===== config.mk =====
export PLATFORM = sky130hd
export DESIGN_NAME = pixel_pan_ctrl
export DESIGN_NICKNAME = d
export VERILOG_FILES = /design/src/rtl/pp_pkg.sv /design/src/rtl/pp_step.sv /design/src/rtl/pp_channel.sv /design/src/rtl/pixel_pan_ctrl.sv
export SDC_FILE = /design/constraint.sdc
export NUM_CORES = 1
export LEC_CHECK = 0
export ABC_CLOCK_PERIOD_IN_PS = 3700
export BUFFER_PORTS_ARGS = -buffer_cell sky130_fd_sc_hd__buf_2
export CORE_MARGIN = 2
export CORE_UTILIZATION = 25
export CTS_CLUSTER_SIZE = 12
export DETAILED_ROUTE_END_ITERATION = 12
export HOLD_SLACK_MARGIN = 0.15
export PLACE_DENSITY = 0.44
export SYNTH_ARGS = -nofsm -noshare
export SYNTH_HDL_FRONTEND = slang
export SYNTH_HIERARCHICAL = 1
export SYNTH_SLANG_ARGS = --single-unit

===== constraint.sdc =====
create_clock -name clk -period 3.7 [get_ports clk]
set_clock_uncertainty 0.15 [all_clocks]
set_input_delay 0.74 -clock clk [delete_from_list [all_inputs] [get_ports clk]]
set_output_delay 0.74 -clock clk [all_outputs]
set_load 0.02 [all_outputs]

===== src/rtl/pp_pkg.sv =====
package pp_pkg;
  localparam int PAN_W = 2;

  typedef enum logic [1:0] {
    DEPTH_4  = 2'b00,
    DEPTH_8  = 2'b01,
    DEPTH_16 = 2'b10,
    DEPTH_15 = 2'b11
  } depth_e;

  // Active pan bits for a depth; also the largest pan value.
  function automatic logic [PAN_W-1:0] pan_mask(input depth_e d);
    case (d)
      DEPTH_4: pan_mask = 2'b11;
      DEPTH_8: pan_mask = 2'b01;
      default: pan_mask = 2'b00;
    endcase
  endfunction
endpackage


===== src/rtl/pp_step.sv =====
module pp_step
  import pp_pkg::*;
#(
  parameter int AW = 24
) (
  input  logic [AW-1:0]    start,
  input  logic [PAN_W-1:0] pan,
  input  logic [PAN_W-1:0] mask,
  input  logic             go_right,
  input  logic             go_left,
  output logic [AW-1:0]    nx_start,
  output logic [PAN_W-1:0] nx_pan,
  output logic             moved
);
  logic [PAN_W-1:0] pan_m;
  logic             at_top, at_bot, blocked;

  assign pan_m  = pan & mask;
  assign at_top = (pan_m == mask);
  assign at_bot = (pan_m == '0);

  always_comb begin
    nx_start = start;
    nx_pan   = pan_m;
    blocked  = 1'b0;
    if (go_right) begin
      if (at_top) begin
        blocked  = &start;
        nx_start = start + AW'(1);
        nx_pan   = '0;
      end else begin
        nx_pan = pan_m + PAN_W'(1);
      end
    end else if (go_left) begin
      if (at_bot) begin
        blocked  = (start == '0);
        nx_start = start - AW'(1);
        nx_pan   = mask;
      end else begin
        nx_pan = pan_m - PAN_W'(1);
      end
    end
    moved = (go_right ^ go_left) && !blocked;
  end
endmodule


===== src/rtl/pp_channel.sv =====
module pp_channel
  import pp_pkg::*;
#(
  parameter int ADDR_BYTES = 3,
  parameter int CH         = 0,
  parameter int REG_AW     = 2
) (
  input  logic                  clk,
  input  logic                  rst_n,
  input  logic [REG_AW:0]       host_addr,
  input  logic                  host_wr,
  input  logic [7:0]            host_wdata,
  input  logic [1:0]            depth,
  input  logic                  step_r,
  input  logic                  step_l,
  input  logic                  vblank,
  output logic [8*ADDR_BYTES-1:0] sh_start,
  output logic [PAN_W-1:0]      sh_pan,
  output logic [8*ADDR_BYTES-1:0] act_start,
  output logic [PAN_W-1:0]      act_pan
);
  localparam int AW = 8 * ADDR_BYTES;
  localparam logic [REG_AW-1:0] PAN_IDX = REG_AW'(ADDR_BYTES);

  logic              wr_sel;
  logic [REG_AW-1:0] idx;
  logic [PAN_W-1:0]  mask, pan_m, nx_pan;
  logic [AW-1:0]     nx_start;
  logic              moved;

  assign wr_sel = host_wr && (host_addr[REG_AW] == 1'(CH));
  assign idx    = host_addr[REG_AW-1:0];
  assign mask   = pan_mask(depth_e'(depth));
  assign pan_m  = sh_pan & mask;

  pp_step #(.AW(AW)) u_step (
    .start   (sh_start),
    .pan     (sh_pan),
    .mask    (mask),
    .go_right(step_r),
    .go_left (step_l),
    .nx_start(nx_start),
    .nx_pan  (nx_pan),
    .moved   (moved)
  );

  // Shadow pair: host write first, then a step, else re-mask the pan bits.
  always_ff @(posedge clk or negedge rst_n) begin
    if (!rst_n) begin
      sh_start <= '0;
      sh_pan   <= '0;
    end else if (wr_sel) begin
      sh_pan <= pan_m;
      for (int b = 0; b < ADDR_BYTES; b++)
        if (idx == REG_AW'(b)) sh_start[b*8 +: 8] <= host_wdata;
      if (idx == PAN_IDX) sh_pan <= host_wdata[PAN_W-1:0] & mask;
    end else if (moved) begin
      sh_start <= nx_start;
      sh_pan   <= nx_pan;
    end else begin
      sh_pan <= pan_m;
    end
  end

  // Active pair: loaded as a unit at vertical blank.
  always_ff @(posedge clk or negedge rst_n) begin
    if (!rst_n) begin
      act_start <= '0;
      act_pan   <= '0;
    end else if (vblank) begin
      act_start <= sh_start;
      act_pan   <= pan_m;
    end else begin
      act_pan <= act_pan & mask;
    end
  end

  AST_LEFT_FLOOR: assert property (@(posedge clk) disable iff (!rst_n)
    (step_l && !step_r && !wr_sel && sh_start == '0 && pan_m == '0)
      |=> (sh_start == '0 && sh_pan == '0));
  AST_BOTH_CANCEL: assert property (@(posedge clk) disable iff (!rst_n)
    (step_l && step_r && !wr_sel) |=> $stable(sh_start));
  AST_HOST_WINS: assert property (@(posedge clk) disable iff (!rst_n)
    (wr_sel && idx == '0 && (step_r || step_l))
      |=> (sh_start[7:0] == $past(host_wdata)));
  AST_ACT_HOLD: assert property (@(posedge clk) disable iff (!rst_n)
    !vblank |=> $stable(act_start));
  AST_ACT_LOAD: assert property (@(posedge clk) disable iff (!rst_n)
    vblank |=> (act_start == $past(sh_start)));
  AST_PAN_MASKED: assert property (@(posedge clk) disable iff (!rst_n)
    $stable(depth) |-> (((sh_pan | act_pan) & ~mask) == '0));
endmodule


===== src/rtl/pixel_pan_ctrl.sv =====
module pixel_pan_ctrl
  import pp_pkg::*;
#(
  parameter int ADDR_BYTES = 3,
  localparam int AW     = 8 * ADDR_BYTES,
  localparam int REG_AW = $clog2(ADDR_BYTES + 1),
  localparam int NCH    = 2
) (
  input  logic                   clk,
  input  logic                   rst_n,
  input  logic [REG_AW:0]        host_addr,
  input  logic                   host_wr,
  input  logic [7:0]             host_wdata,
  output logic [7:0]             host_rdata,
  input  logic [2*NCH-1:0]       depth_sel,
  input  logic [NCH-1:0]         step_right,
  input  logic [NCH-1:0]         step_left,
  input  logic [NCH-1:0]         vblank,
  output logic [NCH*AW-1:0]      act_start,
  output logic [NCH*PAN_W-1:0]   discard
);
  localparam logic [REG_AW-1:0] PAN_IDX = REG_AW'(ADDR_BYTES);

  logic [AW-1:0]    sh_start_a [NCH];
  logic [PAN_W-1:0] sh_pan_a   [NCH];

  for (genvar c = 0; c < NCH; c++) begin : g_ch
    pp_channel #(.ADDR_BYTES(ADDR_BYTES), .CH(c), .REG_AW(REG_AW)) u_ch (
      .clk       (clk),
      .rst_n     (rst_n),
      .host_addr (host_addr),
      .host_wr   (host_wr),
      .host_wdata(host_wdata),
      .depth     (depth_sel[2*c +: 2]),
      .step_r    (step_right[c]),
      .step_l    (step_left[c]),
      .vblank    (vblank[c]),
      .sh_start  (sh_start_a[c]),
      .sh_pan    (sh_pan_a[c]),
      .act_start (act_start[c*AW +: AW]),
      .act_pan   (discard[c*PAN_W +: PAN_W])
    );
  end

  // Host read mux over the shadow registers; reserved bits read zero.
  always_comb begin
    logic [AW-1:0]    s;
    logic [PAN_W-1:0] p;
    logic [REG_AW-1:0] idx;
    s   = sh_start_a[host_addr[REG_AW]];
    p   = sh_pan_a[host_addr[REG_AW]];
    idx = host_addr[REG_AW-1:0];
    host_rdata = '0;
    for (int b = 0; b < ADDR_BYTES; b++)
      if (idx == REG_AW'(b)) host_rdata = s[b*8 +: 8];
    if (idx == PAN_IDX) host_rdata = {{(8-PAN_W){1'b0}}, p};
  end

  AST_RD_RESERVED: assert property (@(posedge clk) disable iff (!rst_n)
    (host_addr[REG_AW-1:0] == PAN_IDX) |-> (host_rdata[7:PAN_W] == '0));
endmodule


==> results of run 1 <==
worst reg2reg max path, stage by stage (launching register included):
cell and delay, ps:
dfrtp_1 380, or4_4 570, or3_4 390, nor3_2 220, and3b_1 180, o22ai_1 140, buf_4 200, mux2_4 340
mux2i_1 150
logic make-up (layout without fill, tap and decap cells):
family	count (synthesis)	count (layout)	share of synthesized area [%]
and+or+nand+nor	232	232	18.83
xor gates and xnor gates	46	46	5.461
adders and majority gates	10	10	1.696
muxes	131	131	19.66
buffers and inverters	117	192	7.836
DFF	104	104	35.28
AOI/OAI and AO/OA	135	135	11.25
sequential cells by signal, summed over array words and instances (netlist names):
register,count
g_ch.u_ch/sh_pan,4
g_ch.u_ch/act_pan,4
g_ch.u_ch/act_start,48
g_ch.u_ch/sh_start,48
synthesized netlist by cell type (4+ instances only):
cell,n
dfrtp_1,104
mux2i_1,74
inv_1,70
a21oi_1,61
mux2_2,49
nor2_1,37
nand2_1,34
xnor2_1,34
nand3_1,22
nor3_1,22
and3_1,17
buf_2,15
o21ai_0,15
nor4_1,14
xor2_1,12
and3b_1,11
clkbuf_1,11
nor2b_1,11
ha_1,10
or3_1,10
buf_6,9
nand4_1,9
o22ai_1,9
a31oi_1,7
o221ai_1,7
and4_1,6
buf_4,6
a22oi_1,5
and2_1,5
nand2b_1,5
nor3b_1,5
o21ai_1,5
mux4_2,4
nor4_2,4
routing by layer:
metal / part of all wire, % / global-route usage (%)
met1: 49 / 24.03
met2: 44 / 24.20
met3: 4.8 / 2.727
met4: 2.4 / 5.062
met5: 0 / 0
final cells by class:
cell class / count / area (sq um)
Inverter: 70 / 262.8
Timing Repair Buffer: 106 / 603.1
Tap cell: 384 / 480.5
Clock inverter: 6 / 92.59
Fill cell: 3119 / 20390
Sequential cell: 104 / 2603
Clock buffer: 10 / 229.0
Multi-Input combinational cell: 554 / 4197
worst paths after layout:
kind	to	startpoint	cells past startpoint
worst max-delay path	host_rdata[0]	host_addr[2]	5
worst min register to register	g_ch[1].u_ch/act_start[21]	g_ch[1].u_ch/act_start[21]	1
worst max register to register	g_ch[0].u_ch/sh_start[17]	g_ch[0].u_ch/sh_start[12]	8
max in group asynchronous	g_ch[1].u_ch/sh_start[15]	rst_n	2
min in group clk	g_ch[1].u_ch/act_start[21]	g_ch[1].u_ch/act_start[21]	1
worst min-delay path	g_ch[0].u_ch/act_start[1]	rst_n	2
metrics by stage:
step	instances	power (mW)	utilization [%]	cell area, sq um
after detailed placement	1218	5.144	28.23	8145
after global placement	1218	5.124	28.23	8145
after CTS	1234	6.237	29.34	8467
after floorplan	775	4.073	-	7377
after global routing	1234	6.609	29.34	8467
final	1234	6.185	29.34	8467
cell usage in the layout (no fill, tap or decap), drive strengths merged, types with 4 or more instances in the layout:
cell	netlist	routed
o221ai	7	7
and2	5	5
and3	17	17
xor2	12	12
nor3b	5	5
and3b	11	11
nand3	22	22
o21ai	20	20
or3	11	11
nor3	23	23
xnor2	34	34
nor4	19	19
and4	7	7
mux2i	75	75
nor2b	11	11
a31oi	7	7
nand2	35	35
o22ai	9	9
buf	32	106
nor2	37	37
nand2b	6	6
dfrtp	104	104
a22oi	5	5
mux4	4	4
ha	10	10
inv	70	71
a21oi	61	61
clkbuf	15	10
nand4	9	9
mux2	52	52
where the power goes:
group / leakage, nW / total (mW) / internal [mW] / switching [mW]
Clock: 0.149 / 1.07 / 0.598 / 0.468
Sequential: 1.28 / 2.51 / 1.63 / 0.875
Combinational: 2.36 / 2.61 / 1.14 / 1.47
==> flow_summary.toml, run 1 <==
[critical_path]
required_ps = 2810
cp_max_fo = 29
crit_path_max_incr_delay_ps = 620
crit_family = "buffers and inverters"
path_common_cell = "buf_2"
worstPathArrival_ps = 2280
worst_setup_path_start_kind = "primary input"
path_cells = "buf_2 > mux4_2 > nand2_1 > o21ai_1 > buf_2"
slowest_stage = "mux4_2"
r2r_slack_ps = 850
cp_num_buf_inv = 2
critPathKind = "primary input to primary output"
worstSetupEndpointType = "primary output"

[timing]
relSlewSlack_pct = 49.58
rsz0062_at_grt = "false"
worst_pin_slew_ps = 750.5
layout_setup_ws_ps = 532.8
setup_viol_count_final = 0
fmaxAchievable_ghz = 0.3157
hold_slack_ps = 276.7
tns_ps = 0
finalHoldViolations = 0
slew_viol_final = 0
fin_crit_sh_pct = 85.60
min_period_ps = 3167

[drt]
via_per_inst = 5.024
drtIter0Drc = 543
wirelength_mm = 24.97
vias = 6200
drt_first_pass_iters = 5
antenna_left = 0
route.detailed.drc = 0
wl_per_cell_um = 20.23

[synthesis]
synth_top_area_share_pct = 35.28
synthCells = 775
synth-async-reset-ratio_pct = 100.0
yosysUniqueCellTypes = 70
synth_area_leaders = "dfrtp_1, mux2i_1, mux2_2"
synth-main-ff-cell = "dfrtp_1"
synth_area_per_cell_sq_um = 9.519
synth_seq_cells = 104
synth-edff-count = 0
synth_top_cell_by_area = "dfrtp_1"
synth_nets = 809
yosys_warnings = 6
synth_area_sq_um = 7377
yosysSeqAreaShare_pct = 35.28

[die]
row_count = 62
coreArea_sq_um = 28860
initial_core_util_pct = 25.56
die_y_um = 175.8
die-area_sq_um = 30900
dieWidth_um = 175.8
pin_count = 84

[flow_run]
cap_violations = 0

[placement]
gp_congestion = 0.8874
post-place-ws_ps = 345.6
portBuffers = 83
hpwl_mm = 18.36

[layout]
area_growth_pct = 14.77
drive_gt1_share_pct = 22.82
nNetsFinal = 879
diodes = 0

[clock_network]
path_clk_slew_ps = 70
root_buffer = "clkbuf_16"
hold_buffers = 0
cts_buffer_depth = 2
cts_tree = "done"
post_cts_buffers = 0
clock_sinks = 104
htreeDepth = 3
cts_resized = 0
cts_buffers = 9
clk_latency_ps = 360

[power_and_ir_drop]
vdd_ir_drop_max_mv = 0.3059
p_leak_nw = 3.788
powerDensity_nw_per_um2 = 730.5

[global_route]
track_usage_pct = 16.32
grt_max_degree = 105
grt_pass1_vias = 6032
grt_remaining_overflow = 0
grt_pass1_wl_mm = 38.34
antenna_found_initial = 0

[outcome]
status = "complete, no violations"

[worst_hold_path]
hold_class = "primary input to asynchronous set/reset pin"
Power figures use the tool's default switching activity.
==> inputs of run 2 (changes only) <==
--- a/config.mk
+++ b/config.mk
@@ -5,14 +5,14 @@
 export SDC_FILE = /design/constraint.sdc
 export NUM_CORES = 1
 export LEC_CHECK = 0
-export ABC_CLOCK_PERIOD_IN_PS = 3700
+export ABC_CLOCK_PERIOD_IN_PS = 3400
 export BUFFER_PORTS_ARGS = -buffer_cell sky130_fd_sc_hd__buf_2
 export CORE_MARGIN = 2
 export CORE_UTILIZATION = 25
 export CTS_CLUSTER_SIZE = 12
 export DETAILED_ROUTE_END_ITERATION = 12
 export HOLD_SLACK_MARGIN = 0.15
-export PLACE_DENSITY = 0.44
+export PLACE_DENSITY = 0.47
 export SYNTH_ARGS = -nofsm -noshare
 export SYNTH_HDL_FRONTEND = slang
 export SYNTH_HIERARCHICAL = 1
==> constraint.sdc (replaced) <==
create_clock -name clk -period 3.4 [get_ports clk]
set_clock_uncertainty 0.15 [all_clocks]
set_input_delay 0.68 -clock clk [delete_from_list [all_inputs] [get_ports clk]]
set_output_delay 0.68 -clock clk [all_outputs]
set_load 0.02 [all_outputs]
==> run 2 against run 1 <==
Register-to-register slack worse by 290 ps; clock power about the same; final area up 1.2%; sequential power up 4%; wire length down 1.5%; utilization up 0.36 points; hold slack better by 76 ps; via count up 1.3%.
==> flow_summary.toml, run 2 (synthesized netlist as in run 1, its figures left out) <==
[outcome]
status = "complete, no violations"

[critical_path]
crit_path_max_incr_delay_ps = 630
r2r_cells = 7
cp_num_buf_inv = 2
r2r-end = "g_ch[1].u_ch/sh_start[6]"
r2r-start = "g_ch[1].u_ch/sh_start[6]"
worst_setup_path_start_kind = "primary input"
cp_max_fo = 18
slowest_stage = "mux4_2"
path_cells = "buf_2 > mux4_2 > nand2_1 > o21ai_1 > buf_2"
worstSetupEndpointType = "primary output"
required_ps = 2570
worstPathArrival_ps = 2150
crit_family = "multiplexers"
path_common_cell = "buf_2"
critPathKind = "primary input to primary output"
r2r_slack_ps = 560

[clock_network]
cts_buffers = 9
clk_latency_ps = 360
cts_buffer_depth = 2
clock_sinks = 104
cts_tree = "done"
htreeDepth = 3
root_buffer = "clkbuf_16"
path_clk_slew_ps = 70
cts_resized = 0

[drt]
antenna_left = 0
drtIter0Drc = 572
wl_per_cell_um = 19.68
vias = 6279
via_per_inst = 5.027
route.detailed.drc = 0
wirelength_mm = 24.59
drt_first_pass_iters = 5

[placement]
hpwl_mm = 18.52
portBuffers = 83
gp_congestion = 0.8903
dp.cells = 1232

[die]
pin_count = 84
row_count = 62
coreArea_sq_um = 28860
initial_core_util_pct = 25.56
dieWidth_um = 175.8
die-area_sq_um = 30900
die_y_um = 175.8

[layout]
nNetsFinal = 894
area_growth_pct = 16.16
most-common-layout-cells = "dfrtp_1, buf_2, mux2i_1, inv_1, a21oi_1"
diodes = 0
instances_no_fill = 1249
final_common_cell = "dfrtp_1"
drive_gt1_share_pct = 23.93
largest_registers = "g_ch.u_ch/act_start x48, g_ch.u_ch/sh_start x48"

[global_route]
track_usage_pct = 16.19
grt_pass1_wl_mm = 38.00
grt_max_degree = 53
grt_pass1_vias = 6049
grt_remaining_overflow = 0
antenna_found_initial = 0

[timing]
relSlewSlack_pct = 54.99
fmaxAchievable_ghz = 0.3357
rsz0062_at_grt = "false"
min_period_ps = 2979
fin_crit_sh_pct = 87.61
finalHoldViolations = 0
slew_viol_final = 0
setup_viol_count_final = 0
worst_pin_slew_ps = 675.2
tns_ps = 0

[worst_hold_path]
hp-start = "g_ch[0].u_ch/act_start[18]"
hold_class = "register to register"
hold_end = "g_ch[0].u_ch/act_start[18]"
holdPathStages = 1

[power_and_ir_drop]
powerDensity_nw_per_um2 = 782.8
p_leak_nw = 3.856
vdd_ir_drop_max_mv = 0.3555

[flow_run]
cap_violations = 0
run 2: routing by layer:
metal  vias to the layer above  GRT usage, %  wire length [um]
li1                       2975             -                 -
met3                        35         3.506              1450
met5                         -             0                 0
met1                      3064         23.28             11770
met2                       205         24.49             10920
met4                         0         4.167               451
run 2: worst reg2reg max path, cell delays in order, from the launching register on:
cell and delay, ps:
dfrtp_1 620, and4_1 350, nand3_1 210, o41ai_1 410
o21ai_0 220, buf_4 200, mux2i_4 360, mux2i_1 240
run 2: worst max-delay path by stage:
| stage | startpoint | end | slack, ps | cells past startpoint |
|---|---|---|---|---|
| 5_1_grt | depth_sel[3] | g_ch[1].u_ch/sh_start[6] | 270 | 11 |
| 3_3_place_gp | depth_sel[3] | g_ch[1].u_ch/sh_start[1] | 180 | 11 |
| 3_5_place_dp | depth_sel[3] | g_ch[1].u_ch/sh_start[6] | 190 | 9 |
| 4_1_cts | host_addr[2] | host_rdata[0] | 430 | 5 |
| 2_1_floorplan | depth_sel[3] | g_ch[1].u_ch/sh_start[10] | 280 | 11 |
| 6_report | host_addr[2] | host_rdata[0] | 420 | 5 |
run 2: power breakdown:
| part | leakage (nW) | total, mW | switching, mW | internal (mW) |
|---|---|---|---|---|
| clock network | 0.141 | 1.08 | 0.500 | 0.579 |
| logic | 2.44 | 3.01 | 1.72 | 1.30 |
| registers | 1.28 | 2.61 | 0.837 | 1.78 |
run 2: final cells by class:
| class | count | area [sq um] |
|---|---|---|
| fill | 3132 | 20290 |
| timing repair buffer | 121 | 730.7 |
| sequential | 104 | 2603 |
| inverter | 70 | 262.8 |
| tap | 384 | 480.5 |
| clock inverter | 5 | 63.81 |
| clock buffer | 11 | 232.7 |
| multi-input combinational | 554 | 4197 |
run 2: per-stage QoR:
stage / power (mW) / util (%) / hold WS [ps] / area, sq um / setup WS, ps
2_1_floorplan: 4.433 / - / 234.4 / 7377 / 276.3
3_3_place_gp: 5.629 / 28.63 / 336.3 / 8263 / 183.9
3_5_place_dp: 5.660 / 28.63 / 339.9 / 8263 / 188.4
4_1_cts: 6.771 / 29.70 / 357.1 / 8569 / 430.5
5_1_grt: 7.184 / 29.70 / 369.4 / 8569 / 273.5
6_report: 6.708 / 29.70 / 352.5 / 8569 / 421.1
run 2: repair_timing:
item / in CTS / in global routing
hold buffers: 1 / 0
endpoints found under the hold margin: 14 / 0
setup buffers: 0 / 0
